==> src/rtl/gwc_pkg.sv <==
package gwc_pkg;
    // One-cycle event flags produced by the edge detector.
    typedef struct packed {
        logic gate_rise;
        logic gate_fall;
        logic cnt_edge;
        logic run_start;
        logic run_stop;
    } gwc_evt_t;
endpackage

==> src/rtl/gwc_sync.sv <==
module gwc_sync #(
    parameter int STAGES = 2
) (
    input  logic clk,
    input  logic rst_n,
    input  logic d,
    output logic q
);
    logic [STAGES-1:0] chain_d;
    logic [STAGES-1:0] chain_q;

    generate
        if (STAGES == 1) begin : g_single
            always_comb chain_d = d;
        end else begin : g_multi
            always_comb chain_d = {chain_q[STAGES-2:0], d};
        end
    endgenerate

    always_ff @(posedge clk or negedge rst_n) begin
        if (!rst_n) chain_q <= '0;
        else        chain_q <= chain_d;
    end

    assign q = chain_q[STAGES-1];
endmodule

==> src/rtl/gwc_events.sv <==
module gwc_events
    import gwc_pkg::*;
(
    input  logic     clk,
    input  logic     rst_n,
    input  logic     gate_s,
    input  logic     cnt_clk,
    input  logic     run,
    output gwc_evt_t evt_o,
    output logic     running_o
);
    typedef struct packed {
        logic gate_prev;
        logic and_q;
        logic and_qq;
        logic run_q;
    } ev_state_t;

    ev_state_t st_d, st_q;

    always_comb begin
        st_d           = st_q;
        st_d.gate_prev = gate_s;
        st_d.and_q     = gate_s & cnt_clk;
        st_d.and_qq    = st_q.and_q;
        st_d.run_q     = run;

        evt_o.gate_rise = gate_s & ~st_q.gate_prev;
        evt_o.gate_fall = ~gate_s & st_q.gate_prev;
        evt_o.cnt_edge  = st_q.and_qq & ~st_q.and_q & st_q.run_q;
        evt_o.run_start = run & ~st_q.run_q;
        evt_o.run_stop  = ~run & st_q.run_q;
    end

    always_ff @(posedge clk or negedge rst_n) begin
        if (!rst_n) st_q <= '0;
        else        st_q <= st_d;
    end

    assign running_o = st_q.run_q;
endmodule

==> src/rtl/gwc_counter.sv <==
module gwc_counter #(
    parameter int CNT_W = 18
) (
    input  logic             clk,
    input  logic             rst_n,
    input  logic             clr,
    input  logic             inc,
    output logic [CNT_W-1:0] count_o,
    output logic             ovf_o
);
    localparam logic [CNT_W-1:0] CNT_MAX = {CNT_W{1'b1}};

    typedef struct packed {
        logic [CNT_W-1:0] cnt;
        logic             ovf;
    } cnt_state_t;

    cnt_state_t st_d, st_q;

    always_comb begin
        st_d = st_q;
        if (clr) begin
            st_d.cnt = '0;
            st_d.ovf = 1'b0;
        end else if (inc) begin
            st_d.cnt = st_q.cnt + 1'b1;
            if (st_q.cnt == CNT_MAX) st_d.ovf = 1'b1;
        end
    end

    always_ff @(posedge clk or negedge rst_n) begin
        if (!rst_n) st_q <= '0;
        else        st_q <= st_d;
    end

    assign count_o = st_q.cnt;
    assign ovf_o   = st_q.ovf;
endmodule

==> src/rtl/gwc_irq.sv <==
module gwc_irq
    import gwc_pkg::*;
(
    input  logic     clk,
    input  logic     rst_n,
    input  gwc_evt_t evt,
    input  logic     gate_s,
    input  logic     running,
    input  logic     both_sel,
    output logic     irq_o
);
    logic irq_d, irq_q;

    always_comb begin
        irq_d = 1'b0;
        if (running && evt.gate_fall)              irq_d = 1'b1;
        if (running && both_sel && evt.gate_rise)  irq_d = 1'b1;
        if (evt.run_stop && gate_s)                irq_d = 1'b1;
        if (evt.run_start && both_sel && gate_s)   irq_d = 1'b1;
    end

    always_ff @(posedge clk or negedge rst_n) begin
        if (!rst_n) irq_q <= 1'b0;
        else        irq_q <= irq_d;
    end

    assign irq_o = irq_q;
endmodule

==> src/rtl/gate_width_counter.sv <==
module gate_width_counter
    import gwc_pkg::*;
#(
    parameter int CNT_W       = 18,
    parameter int SYNC_STAGES = 2
) (
    input  logic             clk,
    input  logic             rst_n,
    input  logic             gate_in,
    input  logic             cnt_clk_in,
    input  logic             run_ctl,
    input  logic             clr_strobe,
    input  logic             both_edge_sel,
    output logic [CNT_W-1:0] count_o,
    output logic             ovf_o,
    output logic             irq_o
);
    logic     gate_s;
    logic     running;
    gwc_evt_t evt;

    gwc_sync #(.STAGES(SYNC_STAGES)) u_sync (
        .clk   (clk),
        .rst_n (rst_n),
        .d     (gate_in),
        .q     (gate_s)
    );

    gwc_events u_events (
        .clk       (clk),
        .rst_n     (rst_n),
        .gate_s    (gate_s),
        .cnt_clk   (cnt_clk_in),
        .run       (run_ctl),
        .evt_o     (evt),
        .running_o (running)
    );

    gwc_counter #(.CNT_W(CNT_W)) u_counter (
        .clk     (clk),
        .rst_n   (rst_n),
        .clr     (clr_strobe),
        .inc     (evt.cnt_edge),
        .count_o (count_o),
        .ovf_o   (ovf_o)
    );

    gwc_irq u_irq (
        .clk      (clk),
        .rst_n    (rst_n),
        .evt      (evt),
        .gate_s   (gate_s),
        .running  (running),
        .both_sel (both_edge_sel),
        .irq_o    (irq_o)
    );
endmodule

==> config.mk <==
export PLATFORM = sky130hd
export DESIGN_NAME = gate_width_counter
export DESIGN_NICKNAME = d
export VERILOG_FILES = /design/src/rtl/gwc_pkg.sv /design/src/rtl/gwc_sync.sv /design/src/rtl/gwc_events.sv /design/src/rtl/gwc_counter.sv /design/src/rtl/gwc_irq.sv /design/src/rtl/gate_width_counter.sv
export SDC_FILE = /design/constraint.sdc
export NUM_CORES = 1
export LEC_CHECK = 0
export ABC_AREA = 1
export BUFFER_PORTS_ARGS = -buffer_cell sky130_fd_sc_hd__buf_2
export CAP_MARGIN = 20
export CORE_MARGIN = 2
export CORE_UTILIZATION = 37
export CTS_BUF_LIST = sky130_fd_sc_hd__clkbuf_2
export DETAILED_ROUTE_END_ITERATION = 10
export PLACE_DENSITY_LB_ADDON = 0.05
export SLEW_MARGIN = 20
export SYNTH_ARGS = -nofsm -noshare
export SYNTH_HDL_FRONTEND = slang
export SYNTH_HIERARCHICAL = 1
export SYNTH_SLANG_ARGS = --single-unit
==> constraint.sdc <==
create_clock -name clk -period 1.7 [get_ports clk]
set_clock_uncertainty 0.15 [all_clocks]
set_input_delay 0.17 -clock clk [delete_from_list [all_inputs] [get_ports clk]]
set_output_delay 0.17 -clock clk [all_outputs]
set_load 0.02 [all_outputs]
==> Yosys cells after proc, flatten, opt, wreduce, memory -nomap -nowiden <==
Index checks and enable logic that the tools add are counted.
{ "op_classes": {"add_sub_neg": 1, "n_eq_ne": 1, "muxes": 7, "bitwise": 12, "n_reduce_logical": 9} }
{ "ops": {"columns": ["cell", "n"], "rows": [
  ["$mux 19", 2],
  ["$add 18x1->18 const B", 1],
  ["$eq 18x18->1 const B", 1],
  ["$and 1x1->1", 7],
  ["$logic_and 1x1->1", 6],
  ["$mux 1", 5],
  ["$not 1->1", 5],
  ["$reduce_bool 2->1", 2],
  ["$reduce_and 2->1", 1]
]} }
{ "totals": {"regBits": 26, "input_bits": 7, "output_inout_bits": 20, "elab_cells": 38} }

==> Depth between registers and ports, before layout <==
Gate-level depths: netlist of the first run.
{ "depth": {"word_depth": 7, "depth_mapped": 9, "mapped_depth_nobuf": 9} }

==> Modules after synthesis <==
Netlist of the first run, hierarchy kept.
{ "by_module_without_submodules": {"columns": ["module", "instances", "cells_each", "area_each_um2", "seq_area_each_um2"], "rows": [
  ["gwc_counter", 1, 149, 1108.6, 475.5],
  ["gwc_events", 1, 16, 145.1, 100.1],
  ["gwc_irq", 1, 10, 58.8, 25.0],
  ["gwc_sync", 1, 2, 50.0, 50.0]
]} }

==> Worst setup path after synthesis of the first run <==
Ideal clock, no wire load.
{ "synth_timing": {"kind": "reg2reg", "from": "register u_events.st_q (netlist bit u_events/running_o)", "to": "register u_counter.st_q (netlist bit u_counter/count_o[11])", "setup_ns": 0.123, "arrival_ns": 1.240, "required_time_ns": 1.427, "path_slack_ns": 0.187, "path_stages_with_launch": 8, "path_buffers": 0, "synth_period_minus_slack_ns": 1.513, "path_cell_list": "dfrtp_1 nand2_1 nor2_1 nor2_4 nor2_4 nand2_2 nor3b_1 nor2_1"} }
{ "synth_rtl": {"columns": ["item", "line", "rtl"], "rows": [
  ["start: declaration", "gwc_events.sv:19", "ev_state_t st_d, st_q;"],
  ["start signal: assignment", "gwc_events.sv:37", "else st_q <= st_d;"],
  ["end signal: assignment", "gwc_counter.sv:33", "else st_q <= st_d;"],
  ["end: declaration", "gwc_counter.sv:18", "cnt_state_t st_d, st_q;"]
]} }

==> Final worst setup path of the first run <==
{ "layout_timing": {"from": "register u_counter.st_q (netlist bit u_counter/count_o[1])", "to": "register u_counter.st_q (netlist bit u_counter/ovf_o)"} }
{ "layout_between": {"elab_chain_len": 3} }
{ "layout_rtl": {"columns": ["item", "line", "rtl"], "rows": [
  ["$eq 18x18->1", "gwc_counter.sv:27", "if (st_q.cnt == CNT_MAX) st_d.ovf = 1'b1;"],
  ["$reduce_bool 2->1 (no source line)", null, null],
  ["$reduce_and 2->1 (no source line)", null, null]
]} }
Every way passes these cells.
A chain may end at the register's enable or synchronous reset.

==> metrics.txt, run 1 <==
Post-Synth Simple-Gate Area a little over a third; worst rel slew slack between 60% and 70%; synthesis-stage register bit count 26; synthesized area between 1000 and 1500 sq um; HP Class in -> async; Post-Synth Adder-Cell Area 0.918%; Vert. Die Dim about 65 um; mux share of post-synthesis cell area 0%; Clock Sinks 26; die area around 4200 sq um; DRT iter0 DRCs 66; initial antenna violation count 0; largest family of logic cells by synthesized area simple AND/OR/NAND/NOR gates; Site Rows 22; Yosys warning count 6; final wirelength about 2800 um; unrepaired setup endpoints after global routing no; vias in the first global route around 1.2k; setup violators final 0; fmax ~0.66 GHz; CP Data Required Time 1.84 ns; Root Driver clkbuf_2; Cell variety after synth 22; Reg2Reg Depth 7; WP data arrival approximately 1.7 ns; Slew @ Worst Pin 0.577 ns; drt wl/cell roughly 11 um; Vias/cell 4.54; GR Overflow Total 0; Crit Path Category reg -> reg; PwrDens ~570 nW/um^2; CTS H-tree lvls 1; Max Cap Viol 0; Die Span X approximately 65 um; startpoint class of the critical path flop; Post-DP Area 1560 sq um; worst skew pair latency approximately 0.34 ns; Mapped Nets approximately 190; worst ir drop on vdd approximately 0.27 mV; period utilization roughly nine tenths; Clock transition at path regs approximately 0.23 ns; Synth Instances roughly 180; global-route wire length before repair between 5000 and 6000 um; Compound-Gate Fraction of Synth Area between 7 and 8%; Final Cell Area around 1600 sq um; Leakage roughly 0.83 nW; Worst Setup End Kind flop; worst reg2reg endpoint u_counter/ovf_o; post-route ant nets 0; DRC Markers 0; IO Pins 27; Longest Clk Path Bufs 2; Fin. Hold Viols 0; share of post-route cells with drive strength above 1 24.7%; IO Port Bufs 26; fin nets about 220; Fin Setup TNS 0 ns; CTS buffer count 3; n_diodes 0; setup ws final around 0.18 ns; Crit Reg-Reg Startpoint u_counter/count_o[1]; largest net degree at the start of global routing 27; status finished, final reports clean; DR vias approximately 1.2k; Post-Synth XOR/XNOR Area 0.643%; gpl congestion 0.763; total core area about 3600 sq um; register area share after synthesis between 40 and 50%; reg-to-reg setup timing slack between 0.15 and 0.2 ns; Post-Place Setup Slack 0.187 ns; syn avg cell area approximately 7.7 sq um; minimum clock period about 1.5 ns; max-slew violations 0; Post-Route Utilization a little under half; CP max FO 4; Pwr Total roughly 950 uW; TritonRoute pass-1 iters 4; starting density of the core 37.8%; hpwl dp 2140 um; Layout area overhead 21.0%; total track usage between 10% and 20%; TritonCTS clock tree yes
[synthesized netlist by cell type (all sizes together)]
library cell,number,share of area [%]
nor3b,1,0.55
inv,29,8.0
and3,1,0.46
ha,1,0.92
nand2,48,14
a21oi,10,3.7
nor2,39,15
xnor2,1,0.64
dfrtp,26,48
nand3,8,3.3
nand3b,1,0.55
buf,1,0.37
nor3,1,0.37
nand4,1,0.46
a31oi,2,0.92
o21ai,7,2.6
[metrics by stage]
step	std cells	hold WS, ns
finish	263	0.166
global route	263	0.180
CTS	262	0.145
detailed placement	252	0.0569
global placement	252	0.0498
floorplan	177	-0.276
[cell usage in the layout, fill, tap and decap left out, types with 2 or more instances in the layout]
cell type	instances
o21ai_1	4
nand2_1	42
a31oi_1	2
clkbuf_2	3
o21ai_0	3
nand3_1	7
nor2_4	6
buf_2	26
dfrtp_1	26
inv_2	2
inv_1	27
dlygate4sd3_1	6
nor2_2	6
nand2_2	6
a21oi_1	10
buf_4	3
nor2_1	27
[cell type report]
| type | instances | area [sq um] |
|---|---|---|
| fill | 385 | 1960 |
| inverter | 29 | 109 |
| clock inverter | 1 | 3.75 |
| tap | 48 | 60.1 |
| multi-input combinational | 121 | 598 |
| clock buffer | 3 | 15.0 |
| sequential | 26 | 651 |
| timing repair buffer | 35 | 213 |
[where the power goes]
| part | leakage [nW] | switching, mW | total (mW) | internal (mW) |
|---|---|---|---|---|
| logic | 0.470 | 0.0499 | 0.0821 | 0.0322 |
| registers | 0.350 | 0.00561 | 0.636 | 0.630 |
| clock network | 0.0140 | 0.177 | 0.229 | 0.0511 |
| total | 0.835 | 0.233 | 0.947 | 0.714 |
[state kept, by name, summed over array words and instances (netlist names)]
name and cells:
u_counter/ovf_o 1, u_events/st_q 2, u_irq/irq_o 1, u_counter/count_o 18, u_events/running_o 1, u_sync/chain_q 2, u_events/st_d 1
[how the worst max path moves through the flow]
stage	from	end	slack (ns)	depth (start not counted)
finish	u_counter/count_o[1]	u_counter/ovf_o	0.18	7
global route	u_events/running_o	u_counter/count_o[6]	0.02	10
CTS	u_events/running_o	u_counter/count_o[14]	0.16	10
detailed placement	u_events/running_o	u_counter/count_o[11]	0.19	8
global placement	u_events/running_o	u_counter/count_o[11]	0.20	8
floorplan	u_events/running_o	u_counter/count_o[11]	0.19	7
[logic make-up (layout without fill, tap and decap cells)]
family,Yosys count,count (layout)
DFF,26,26
adders and majority gates,1,1
AOI/OAI and AO/OA,19,19
and+or+nand+nor,100,100
xor gates and xnor gates,1,1
buffers and inverters,30,68
[critical path: stages (launching register included)]
cell and delay [ns]:
dfrtp_1 0.46, ha_1 0.18, inv_1 0.08, nor2_4 0.14, nand2_1 0.09, nor2_2 0.15
nand3_1 0.10, a21oi_1 0.12
[metal layers]
metal	wire [um]	share of wire (%)	vias to the layer above	track usage, %
li1	-	-	621	-
met2	1270	45	23	26.0
met4	18	0.64	0	4.79
met1	1370	49	548	21.4
met3	144	5.1	2	2.60
met5	0	0	-	0
[timing repair]
item	4_1_cts	5_1_grt
endpoints found under the hold margin	33	0
buffers inserted	0	1
hold buffers	6	0
resized for setup	0	0
endpoints found under the setup margin	0	1
(Power assumes the default switching activity.)
==> inputs of run 2 (changes only) <==
==> constraint.sdc (replaced) <==
create_clock -name clk -period 1.3 [get_ports clk]
set_clock_uncertainty 0.15 [all_clocks]
set_input_delay 0.065 -clock clk [delete_from_list [all_inputs] [get_ports clk]]
set_output_delay 0.065 -clock clk [all_outputs]
set_load 0.05 [all_outputs]
==> metrics.txt, run 2 (synthesized netlist as in run 1, its figures left out) <==
Layout fillers 319 (was 385); Post-DP Area 1750 sq um (was 1560 sq um); Site Rows 22 (unchanged); Reg2Reg Depth 9 (was 7); CP startpoint u_events/running_o (was u_counter/count_o[1]); Pint 949 uW (was 714 uW); vias in the first global route 1,276 (was 1,225); post-route ant nets 0 (unchanged); status finished, violations left (was finished, final reports clean); largest net degree at the start of global routing 27 (unchanged); initial antenna violation count 0 (unchanged); setup violators final 26 (was 0); Crit Path Category reg -> reg (unchanged); reg-to-reg setup timing slack -0.17 ns (was 0.18 ns); worst skew pair latency 0.36 ns (was 0.34 ns); IO Pins 27 (unchanged); Clock transition at path regs 0.26 ns (was 0.23 ns); period utilization 113% (was 89.2%); starting density of the core 37.8% (unchanged); flip-flop count of the largest register after layout 18 (unchanged); TritonCTS clock tree yes (unchanged); setup ws final -0.170 ns (was 0.184 ns); n_diodes 0 (unchanged); Placed Cells incl. Taps 270 (was 252); gpl congestion 0.770 (was 0.763); Clock Sinks 26 (unchanged); combinational share of power 10.9% (was 8.7%); final wirelength 3450 um (was 2800 um); P_sw 343 uW (was 233 uW); fmax 0.680 GHz (was 0.660 GHz); Longest Clk Path Bufs 2 (unchanged); CTS buffer count 3 (unchanged); Post-Place Setup Slack -0.136 ns (was 0.187 ns); hpwl dp 2360 um (was 2140 um); TritonRoute pass-1 iters 4 (unchanged); CTS H-tree lvls 1 (unchanged); Die Span X 64.7 um (unchanged); proportion of power drawn by flip-flops and latches 64.6% (was 67.2%); Worst Setup End Kind flop (unchanged); Layout area overhead 66.2% (was 21.0%); DRT iter0 DRCs 43 (was 66); Vias/cell 4.52 (was 4.54); WHS 0.0519 ns (was 0.166 ns); most frequent cells in the layout nand2_1, buf_4, inv_1, nor2_1, buf_6 (was nand2_1, inv_1, nor2_1, buf_2, dfrtp_1); Fin. Hold Viols 0 (unchanged); drt wl/cell 11.6 um (was 10.6 um); max-slew violations 0 (unchanged); fin nets 258 (was 224); WP data arrival 1.62 ns (was 1.66 ns); IO Port Bufs 26 (unchanged); Final Cell Area 2260 sq um (was 1650 sq um); Slew @ Worst Pin 0.626 ns (was 0.577 ns); unrepaired setup endpoints after global routing yes (was no); fin cells 297 (was 263); worst rel slew slack 58.3% (was 61.6%); GR Overflow Total 0 (unchanged); worst reg2reg endpoint u_counter/count_o[14] (was u_counter/ovf_o); share of post-route cells with drive strength above 1 50.6% (was 24.7%); PwrDens 571 nW/um^2 (was 574 nW/um^2); minimum clock period 1.47 ns (was 1.52 ns); CP Data Required Time 1.45 ns (was 1.84 ns); Leakage 1.05 nW (was 0.835 nW); DRC Markers 0 (unchanged); CP max FO 5 (was 4); Vert. Die Dim 64.7 um (unchanged); startpoint class of the critical path flop (unchanged); DR vias 1,343 (was 1,194); total core area 3610 sq um (unchanged); Max Cap Viol 0 (unchanged); HP Class in -> async (unchanged); global-route wire length before repair 5620 um (was 5260 um); die area 4180 sq um (unchanged); total track usage 17.4% (was 15.8%); commonest non-fill, non-tap cell in the layout nand2_1 (unchanged); Clock Power Share 24.4% (was 24.1%); failing checks setup timing; Pwr Total 1.29 mW (was 947 uW); Sw Share 26.5% (was 24.6%); Worst Setup EP u_counter/count_o[14] (was u_counter/ovf_o); Root Driver clkbuf_2 (unchanged); Crit Reg-Reg Startpoint u_events/running_o (was u_counter/count_o[1]); worst ir drop on vdd 0.375 mV (was 0.267 mV)
==> run 2: stage by stage <==
stage	util, %	setup TNS [ns]
after floorplan	-	-1.85
after global placement	48.6	-0.925
after detailed placement	48.6	-1.26
after CTS	57.8	-2.72
after global routing	62.8	-4.58
final	62.8	-2.10
==> run 2: how the worst min path moves through the flow <==
stage | start | to | slack [ns]
final | rst_n | u_counter/count_o[6] | 0.05
after global routing | rst_n | u_counter/count_o[5] | 0.04
after CTS | rst_n | u_counter/count_o[6] | 0.04
after detailed placement | rst_n | u_events/st_d[1] | -0.04
after global placement | rst_n | u_counter/count_o[5] | -0.05
after floorplan | rst_n | u_counter/count_o[0] | -0.38
==> run 2: area by class of cell <==
cell class | count | area [sq um] | area share [%]
sequential | 26 | 672 | 29.7
clock inverter | 1 | 3.75 | 0.166
clock buffer | 3 | 15.0 | 0.663
inverter | 29 | 109 | 4.81
tap | 48 | 60.1 | 2.65
multi-input combinational | 121 | 722 | 31.9
timing repair buffer | 69 | 683 | 30.2
==> run 2: per-layer routing <==
metal	global-route usage [%]	up-vias	routed length, um
met5	0	-	0
met3	2.95	2	102
met1	21.4	635	1500
met4	6.38	0	22
li1	-	688	-
met2	30.6	18	1830
==> run 2: worst max-delay path, cell delays in order, from the launching register on <==
cell	delay, ns
dfrtp_1	0.45
nand2_2	0.09
nor2_4	0.05
nor2_4	0.22
nor2_4	0.07
nand2_2	0.10
inv_2	0.05
nand2_2	0.07
nand2_2	0.05
a21oi_2	0.11
==> run 2: timing repair <==
action,CTS,global route
resized for setup,56,32
setup buffers,7,11
pin swaps,10,10
endpoints found under the hold margin,34,0
hold buffers,6,0
endpoints found under the setup margin,32,36
==> run 2: power groups by stage <==
| stage | Combinational (mW) | Clock (mW) | Sequential, mW |
|---|---|---|---|
| floorplan | 0.0431 | 0 | 0.864 |
| global placement | 0.116 | 0 | 0.847 |
| detailed placement | 0.119 | 0 | 0.848 |
| CTS | 0.137 | 0.337 | 0.836 |
| global route | 0.155 | 0.370 | 0.838 |
| finish | 0.141 | 0.316 | 0.835 |
